$ cat src/rtl/pix_seq_pkg.sv
package pix_seq_pkg;

    localparam int SAMPLE_W = 5;

    typedef logic [SAMPLE_W-1:0] sample_t;

    typedef enum logic [2:0] {
        PH_IDLE  = 3'd0,
        PH_RST   = 3'd1,
        PH_SREF  = 3'd2,
        PH_INTEG = 3'd3,
        PH_SSIG  = 3'd4,
        PH_CONV  = 3'd5,
        PH_READ  = 3'd6
    } phase_e;

    typedef struct packed {
        logic rst_s;
        logic sref_s;
        logic int_s;
        logic ssig_s;
        logic conv_s;
    } strobes_t;

    // Correlated double sampling result, floored at zero.
    function automatic sample_t cds_diff(input sample_t sig, input sample_t refl);
        return (sig >= refl) ? sample_t'(sig - refl) : '0;
    endfunction

    function automatic int safe_clog2(input int n);
        return (n > 1) ? $clog2(n) : 1;
    endfunction

endpackage

$ cat src/rtl/pix_phase_ctrl.sv
module pix_phase_ctrl
    import pix_seq_pkg::*;
#(
    parameter int NX    = 4,
    parameter int NY    = 3,
    parameter int T_INT = 4,
    localparam int NPIX = NX * NY,
    localparam int MAXC = (T_INT > NPIX) ? T_INT : NPIX,
    localparam int CW   = safe_clog2(MAXC + 1),
    localparam int RW   = safe_clog2(NY),
    localparam int AW   = safe_clog2(NPIX)
) (
    input  logic          clk,
    input  logic          rst,
    input  logic          frame_start,
    output strobes_t      strb,
    output logic [NY-1:0] row_sel,
    output logic          wr_en,
    output logic [RW-1:0] wr_row,
    output logic          rd_en,
    output logic [AW-1:0] rd_addr
);

    phase_e        state_q;
    logic [CW-1:0] cnt_q;
    logic [RW-1:0] row_q;

    always_ff @(posedge clk) begin
        if (rst) begin
            state_q <= PH_IDLE;
            cnt_q   <= '0;
            row_q   <= '0;
        end else begin
            unique case (state_q)
                PH_IDLE: if (frame_start) state_q <= PH_RST;
                PH_RST:  state_q <= PH_SREF;
                PH_SREF: begin
                    state_q <= PH_INTEG;
                    cnt_q   <= '0;
                end
                PH_INTEG: begin
                    if (cnt_q == CW'(T_INT - 1)) begin
                        state_q <= PH_SSIG;
                        cnt_q   <= '0;
                    end else begin
                        cnt_q <= cnt_q + 1'b1;
                    end
                end
                PH_SSIG: begin
                    state_q <= PH_CONV;
                    row_q   <= '0;
                end
                PH_CONV: begin
                    if (row_q == RW'(NY - 1)) begin
                        state_q <= PH_READ;
                        row_q   <= '0;
                        cnt_q   <= '0;
                    end else begin
                        row_q <= row_q + 1'b1;
                    end
                end
                PH_READ: begin
                    if (cnt_q == CW'(NPIX - 1)) begin
                        state_q <= PH_IDLE;
                        cnt_q   <= '0;
                    end else begin
                        cnt_q <= cnt_q + 1'b1;
                    end
                end
                default: state_q <= PH_IDLE;
            endcase
        end
    end

    always_comb begin
        strb.rst_s  = (state_q == PH_RST);
        strb.sref_s = (state_q == PH_SREF);
        strb.int_s  = (state_q == PH_INTEG);
        strb.ssig_s = (state_q == PH_SSIG);
        strb.conv_s = (state_q == PH_CONV);
        wr_en       = (state_q == PH_CONV);
        wr_row      = row_q;
        rd_en       = (state_q == PH_READ);
        rd_addr     = cnt_q[AW-1:0];
    end

    for (genvar r = 0; r < NY; r++) begin : g_rowsel
        assign row_sel[r] = (state_q == PH_CONV) && (row_q == RW'(r));
    end


    row_onehot_chk: assert property (@(posedge clk) disable iff (rst)
        $onehot0(row_sel));


    sref_to_int_chk: assert property (@(posedge clk) disable iff (rst)
        strb.sref_s |=> strb.int_s);


    ssig_to_conv_chk: assert property (@(posedge clk) disable iff (rst)
        strb.ssig_s |=> (strb.conv_s && row_sel[0]));


    idle_hold_chk: assert property (@(posedge clk) disable iff (rst)
        (state_q == PH_IDLE && !frame_start) |=> (state_q == PH_IDLE));


    start_ignored_chk: assert property (@(posedge clk) disable iff (rst)
        (state_q == PH_CONV && row_q != RW'(NY - 1)) |=> (state_q == PH_CONV));

endmodule

$ cat src/rtl/pix_cds_bank.sv
module pix_cds_bank
    import pix_seq_pkg::*;
#(
    parameter int NX = 4,
    localparam int BW = NX * SAMPLE_W
) (
    input  logic [BW-1:0] col_sig,
    input  logic [BW-1:0] col_ref,
    output logic [BW-1:0] row_word
);

    for (genvar c = 0; c < NX; c++) begin : g_col
        sample_t s_c, r_c;
        assign s_c = col_sig[c*SAMPLE_W +: SAMPLE_W];
        assign r_c = col_ref[c*SAMPLE_W +: SAMPLE_W];
        assign row_word[c*SAMPLE_W +: SAMPLE_W] = cds_diff(s_c, r_c);
    end

endmodule

$ cat src/rtl/pix_frame_buf.sv
module pix_frame_buf
    import pix_seq_pkg::*;
#(
    parameter int NX = 4,
    parameter int NY = 3,
    localparam int NPIX = NX * NY,
    localparam int RW   = safe_clog2(NY),
    localparam int AW   = safe_clog2(NPIX),
    localparam int BW   = NX * SAMPLE_W
) (
    input  logic          clk,
    input  logic          rst,
    input  logic          wr_en,
    input  logic [RW-1:0] wr_row,
    input  logic [BW-1:0] wr_word,
    input  logic          rd_en,
    input  logic [AW-1:0] rd_addr,
    output logic          out_valid,
    output sample_t       out_data,
    output logic          out_last
);

    sample_t mem [NPIX];

    for (genvar c = 0; c < NX; c++) begin : g_wr
        always_ff @(posedge clk) begin
            if (wr_en)
                mem[AW'(int'(wr_row) * NX + c)] <= wr_word[c*SAMPLE_W +: SAMPLE_W];
        end
    end

    always_ff @(posedge clk) begin
        if (rst) begin
            out_valid <= 1'b0;
            out_data  <= '0;
            out_last  <= 1'b0;
        end else begin
            out_valid <= rd_en;
            out_data  <= rd_en ? mem[rd_addr] : '0;
            out_last  <= rd_en && (rd_addr == AW'(NPIX - 1));
        end
    end


    last_has_valid_chk: assert property (@(posedge clk) disable iff (rst)
        out_last |-> out_valid);


    stream_gapless_chk: assert property (@(posedge clk) disable iff (rst)
        (out_valid && !out_last) |=> out_valid);


    last_ends_chk: assert property (@(posedge clk) disable iff (rst)
        out_last |=> !out_valid);

endmodule

$ cat src/rtl/pix_readout_seq.sv
module pix_readout_seq
    import pix_seq_pkg::*;
#(
    parameter int NX    = 4,
    parameter int NY    = 3,
    parameter int T_INT = 4
) (
    input  logic                     clk,
    input  logic                     rst,
    input  logic                     frame_start,
    input  logic [NX*SAMPLE_W-1:0]   col_sig,
    input  logic [NX*SAMPLE_W-1:0]   col_ref,
    output logic                     rst_strb,
    output logic                     sref_strb,
    output logic                     int_strb,
    output logic                     ssig_strb,
    output logic                     conv_strb,
    output logic [NY-1:0]            row_sel,
    output logic                     out_valid,
    output logic [SAMPLE_W-1:0]      out_data,
    output logic                     out_last
);

    localparam int NPIX = NX * NY;
    localparam int RW   = safe_clog2(NY);
    localparam int AW   = safe_clog2(NPIX);
    localparam int BW   = NX * SAMPLE_W;

    strobes_t      strb;
    logic          wr_en, rd_en;
    logic [RW-1:0] wr_row;
    logic [AW-1:0] rd_addr;
    logic [BW-1:0] row_word;

    pix_phase_ctrl #(.NX(NX), .NY(NY), .T_INT(T_INT)) u_ctrl (
        .clk(clk), .rst(rst), .frame_start(frame_start),
        .strb(strb), .row_sel(row_sel),
        .wr_en(wr_en), .wr_row(wr_row),
        .rd_en(rd_en), .rd_addr(rd_addr)
    );

    pix_cds_bank #(.NX(NX)) u_cds (
        .col_sig(col_sig), .col_ref(col_ref), .row_word(row_word)
    );

    pix_frame_buf #(.NX(NX), .NY(NY)) u_buf (
        .clk(clk), .rst(rst),
        .wr_en(wr_en), .wr_row(wr_row), .wr_word(row_word),
        .rd_en(rd_en), .rd_addr(rd_addr),
        .out_valid(out_valid), .out_data(out_data), .out_last(out_last)
    );

    assign rst_strb  = strb.rst_s;
    assign sref_strb = strb.sref_s;
    assign int_strb  = strb.int_s;
    assign ssig_strb = strb.ssig_s;
    assign conv_strb = strb.conv_s;

endmodule

$ cat config.mk
export PLATFORM = sky130hd
export DESIGN_NAME = pix_readout_seq
export DESIGN_NICKNAME = d
export VERILOG_FILES = /design/src/rtl/pix_seq_pkg.sv /design/src/rtl/pix_phase_ctrl.sv /design/src/rtl/pix_cds_bank.sv /design/src/rtl/pix_frame_buf.sv /design/src/rtl/pix_readout_seq.sv
export SDC_FILE = /design/constraint.sdc
export NUM_CORES = 1
export LEC_CHECK = 0
export CAP_MARGIN = 20
export CORE_UTILIZATION = 61
export CTS_BUF_LIST = sky130_fd_sc_hd__clkbuf_4
export DETAILED_ROUTE_END_ITERATION = 10
export PLACE_DENSITY_LB_ADDON = 0.08
export SLEW_MARGIN = 15
export SYNTH_ARGS = -nofsm -noshare
export SYNTH_HDL_FRONTEND = slang
export SYNTH_SLANG_ARGS = --single-unit
$ cat constraint.sdc
create_clock -name clk -period 6.65 [get_ports clk]
set_input_delay 1.33 -clock clk [delete_from_list [all_inputs] [get_ports clk]]
set_output_delay 1.33 -clock clk [all_outputs]
set_load 0.02 [all_outputs]
# Word level (Yosys, flattened, before mapping)
# Memories as Yosys holds them, arrays and structs flattened. A register that Yosys moved wholly into a read port is not among the register bits.
# Index checks and enable logic that the tools add are counted.
[word_totals]
output_inout_bits = 15
register_bits = 11
in_bits = 43
wordCells = 62
ramBits = 60
memories = 1
[classes]
n_mux = 17
eq_ne = 14
magnitude_cmp = 4
bitwise_logic = 1
n_addsub = 9
reduce_logical = 11
[memory_table]
columns = ["memory", "words", "word_bits", "read_ports", "rd_clocked_by_memory_dff", "wr", "line", "source"]
rows = [
  ["u_buf.mem", 12, 5, 1, 1, 4, "pix_frame_buf.sv:23", "sample_t mem [NPIX];"],
]
[op_table]
columns = ["cell", "n"]
rows = [
  ["case mux 3 bit (7 select lines)", 1],
  ["greater-or-equal comparator 5 bit", 4],
  ["2-to-1 mux 5 bit", 4],
  ["subtractor 5 bit", 4],
  ["case mux 4 bit (4 select lines)", 1],
  ["2-to-1 mux 3 bit", 4],
  ["2-to-1 mux 4 bit", 3],
  ["equality test 3 bit (second input constant)", 3],
  ["adder 4 x 1 -> 4 bit (second input constant)", 2],
  ["adder 4 x 2 -> 4 bit (second input constant)", 2],
  ["equality test 3 x 2 -> 1 bit (second input constant)", 2],
  ["equality test 4 x 2 -> 1 bit (second input constant)", 1],
  ["equality test 4 bit (second input constant)", 1],
  ["logical AND 1 bit", 4],
  ["inequality test 2 x 1 -> 1 bit (second input constant)", 2],
  ["inequality test 2 bit (second input constant)", 2],
  ["case mux 2 bit (2 select lines)", 1],
  ["AND reduction 4 bit", 1],
  ["nonzero test 4 bit", 1],
  ["equality test 3 x 1 -> 1 bit (second input constant)", 1],
  ["logical NOT 3 bit", 1],
  ["adder 2 x 1 -> 2 bit (second input constant)", 1],
  ["equality test 2 x 1 -> 1 bit (second input constant)", 1],
  ["equality test 2 bit (second input constant)", 1],
  ["other kinds (7)", 8],
]

# Longest topological paths before layout
[depth]
word_depth = 3
depth_mapped = 8
ltp_nobuf = 8

# Hierarchy
# A second synthesis with hierarchy kept.
[hier_totals]
hier_cells = 327
hier_area_um2 = 4119.0
[modules_own_cells]
columns = ["mod", "n_inst", "cells_each", "area_per_inst_um2", "seq_area_each_um2"]
rows = [
  ["pix_frame_buf", 1, 120, 2576.2, 1941.9],
  ["pix_cds_bank", 1, 140, 970.9, 0.0],
  ["pix_phase_ctrl", 1, 67, 571.8, 180.2],
]

# Least setup slack after synthesis
# No wires, ideal clock.
[synth_timing]
path_kind = "reg-to-output"
from = "reg u_ctrl.state_q[1]"
to = "out row_sel[0]"
path_slack_ps = 2137
required_ps = 5320
stages_incl_launch_ff = 3
arrival_ps = 3183
n_path_buf = 1
path_cell_list = "dfxtp_1 clkbuf_1 nor4_1"
[synth_via]
elab_chain_cells = 2
[synth_rtl]
columns = ["element", "line", "source"]
rows = [
  ["start: declaration", "pix_phase_ctrl.sv:24", "phase_e state_q;"],
  ["start signal: assignment", "pix_phase_ctrl.sv:30", "state_q <= PH_IDLE;"],
  ["start signal: assignment", "pix_phase_ctrl.sv:35", "PH_IDLE: if (frame_start) state_q <= PH_RST;"],
  ["start signal: assignment", "pix_phase_ctrl.sv:36", "PH_RST: state_q <= PH_SREF;"],
  ["equality test 3 bit", "pix_phase_ctrl.sv:88", "assign row_sel[r] = (state_q == PH_CONV) && (row_q == RW'(r));"],
  ["logical AND 1 bit", "pix_phase_ctrl.sv:88", ""],
  ["end: declaration", "pix_readout_seq.sv:18", "output logic [NY-1:0] row_sel,"],
]
# No other way between the ends.

# Worst setup path in the final report
[layout_timing]
from = "reg u_ctrl.state_q[0]"
to = "out row_sel[2]"
# The elaborated chain is that of the path after synthesis.

==> results.ini <==
[global_routing]
busiest_layer=met2
use_met2_pct=43.0
grt.overflow.total=0
grt_pass1_wl_um=12300
grt_use_met1_pct=31.7
grt_start_max_net_pins=25
antenna_found_initial=0
grt_usage_pct=25.6
grt_pass1_vias=2623
grtUsageMet3_pct=6.11

[yosys]
synth_cell_types=39
netlist_instances=318
ys_async_sr_fraction_pct=0
synth.yosys.seq_area_share_pct=54.3
avgSynthCellArea_um2=12.3
syn_area_um2=3910
synth_ff_type=edfxtp_1
synth_edf_count=60
yosys_warnings=0
ys_ff_latch=76
syn_nets=386

[layout]
final_area_um2=4660
drive_gt1_share_pct=7.55
nets=447
fill_cells=427
area_growth_pct=19.3
antenna_cells=0

[sta]
hold_slack_ns=0.565
finalSetupTns_ns=0
post-route-min-period_ns=3.81
setup_viol=0
setup_ws_ns=2.84
drv_slew=0
hold_viol_final=0
tightest_slew_ns=1.05
fin_skew_ns=0.0202
rsz0062_at_grt=no
clock.fmax_mhz=263
post-route-period-util_pct=57.3
max_slew_margin_pct=29.7

[power]
power_mw=1.03
p_leak_nw=1.71
p_int_uw=742
switching_share_pct=28.3
ir_worst_vdd_mv=0.213
p_seq_share_pct=54.1
combPwrFrac_pct=22.7
power.switching_uw=293
p_per_area_nw_per_um2=222
p_clk_share_pct=23.2

[worst_setup_path]
critPathLaunchType=register
endpoint_kind=primary output
path_max_fanout=22
required_ns=5.32
worstSetupPathType=reg -> out
arrival_ns=2.48
reg2reg_depth=5
r2r_end=u_ctrl.state_q[0]$_SDFFE_PP0P_
reg2reg_slack_ns=4.37
r2r_start=u_ctrl.rd_addr[1]$_SDFFE_PP0P_

[floorplan]
dieWidth_um=82.0
initial_core_util_pct=64.5
die_area_um2=6730
die_h_um=82.0
rows=28
io_pins=58
core_area_um2=6060

[route]
ant_nets=0
dr.pass1.iters=4
vias_per_cell=5.89
vias=2702
wl_per_cell_um=16.7
post-route-drc-count=0
detail_route.iter0.violations=124
drt-total-wl_um=7650

[clock_tree]
cts_tree=built
post_cts_buffers=0
cts_buffers=9
cts.repair.resized=0
clockRootBuffer=clkbuf_4
cts.sinks=76
cts_buffer_depth=2
htree_levels=3
clk_pin_slew_worst_paths_ns=0.12
clock_latency_ns=0.42
holdBufCountCts=0

[min_path]
hold_class=reg -> reg
hold_start=u_ctrl.wr_row[0]$_SDFFE_PP0N_
hold_path_end=u_ctrl.wr_row[0]$_SDFFE_PP0N_
whs_path_depth=2

[placement]
post-place-ws_ns=3.31
portBuffers=57
globalplace.congestion=0.803
hpwl_um=5610
placed_cell_area_um2=4550

[outcome]
status=completed

[run]
maxCapViolations=0

==> area by class of cell <==
type                    instances  area [µm²]  area share (%)
clock buffers                  13        97.6            2.09
multi-input cells             205        1630            35.1
clock inverters                 3        15.0           0.322
repair buffers                 61         601            12.9
inverters                      26        97.6            2.09
well taps                      75        93.8            2.01
flip-flops and latches         76        2120            45.5
==> routing by layer <==
| metal | part of all wire, % | wire length (µm) |
|---|---|---|
| met2 | 50 | 3790 |
| met3 | 5.4 | 413 |
| met1 | 43 | 3280 |
| met5 | 0 | 0 |
| met4 | 2.1 | 159 |
==> how the worst max path moves through the flow <==
stage | start | endpoint | slack (ns) | cells past startpoint
after floorplan | u_ctrl.state_q[1]$_SDFFE_PP0P_ | row_sel[0] | 2.14 | 2
after global placement | col_ref[15] | u_buf.mem[7][4]$_DFFE_PP_ | 3.35 | 8
after detailed placement | u_ctrl.state_q[0]$_SDFFE_PP0P_ | row_sel[2] | 3.31 | 4
after CTS | u_ctrl.state_q[0]$_SDFFE_PP0P_ | row_sel[2] | 2.82 | 4
after global routing | u_ctrl.state_q[0]$_SDFFE_PP0P_ | row_sel[0] | 2.65 | 4
final | u_ctrl.state_q[0]$_SDFFE_PP0P_ | row_sel[2] | 2.84 | 4
==> sequential cells by signal, indices dropped and copies added (netlist names) <==
register and flops:
u_buf.out_valid 1, u_ctrl.wr_row 2, u_buf.out_last 1, u_buf.out_data 5, u_ctrl.rd_addr 4, u_buf.mem 60, u_ctrl.state_q 3
==> stage by stage <==
step / util, % / instances
2_1_floorplan: - / 318
3_3_place_gp: 75.0 / 443
3_5_place_dp: 75.0 / 443
4_1_cts: 76.9 / 459
5_1_grt: 76.9 / 459
6_report: 76.9 / 459
==> layout by cell type (no fill, tap or decap), drive strengths merged, types with 5 or more instances in the layout <==
master	instances
xor2	5
edfxtp	60
xnor2	5
inv	26
nand2b	8
o211ai	5
nand2	12
nor3	10
o32ai	6
nor2	23
a21o	5
and2	12
mux2i	23
o21ai	13
clkdlybuf4s50	57
a21oi	7
o22ai	5
ha	21
dfxtp	16
clkbuf	13
a31oi	5
nor2b	10
mux4	5
==> critical path: stages, from the launching register on <==
cell	delay, ns
dfxtp_1	0.64
nand2_1	0.24
nor3_2	0.19
buf_4	0.31
clkdlybuf4s50_1	0.68
==> synth_stat cells, types with 5 or more instances <==
cell      number  area (µm²)
nor2_1        23        86.3
a31oi_1        5        31.3
a21o_1         5        37.5
nor3_1        10        50.1
xnor2_1        5        43.8
dfxtp_1       16         320
o21ai_0       12        60.1
xor2_1         5        43.8
o211ai_1       5        37.5
nand2b_1       8        50.1
o32ai_1        6        52.6
mux4_2         5         113
nand2_1       12        45.0
nor2b_1       10        62.6
edfxtp_1      60        1800
ha_1          21         263
a21oi_1        7        35.0
and2_1        12        75.1
o22ai_1        5        31.3
inv_1         26        97.6
mux2i_1       23         230
==> power by group through the flow <==
stage / Clock [mW] / Combinational, mW / Sequential, mW
floorplan: 0 / 0.173 / 0.554
global placement: 0 / 0.228 / 0.568
detailed placement: 0 / 0.235 / 0.570
CTS: 0.241 / 0.235 / 0.559
global route: 0.266 / 0.258 / 0.562
finish: 0.240 / 0.235 / 0.560
==> logic make-up after synthesis <==
| logic type | synth area share [%] |
|---|---|
| buffers and inverters | 4.26 |
| AND/OR/NAND/NOR | 12.0 |
| adder cells (fa/ha/maj) | 8.78 |
| flip-flops | 54.3 |
| multiplexers | 8.78 |
| XOR/XNOR | 2.24 |
| AO/OA/AOI/OAI | 9.58 |
No activity file was read; power rests on OpenSTA's default activity.
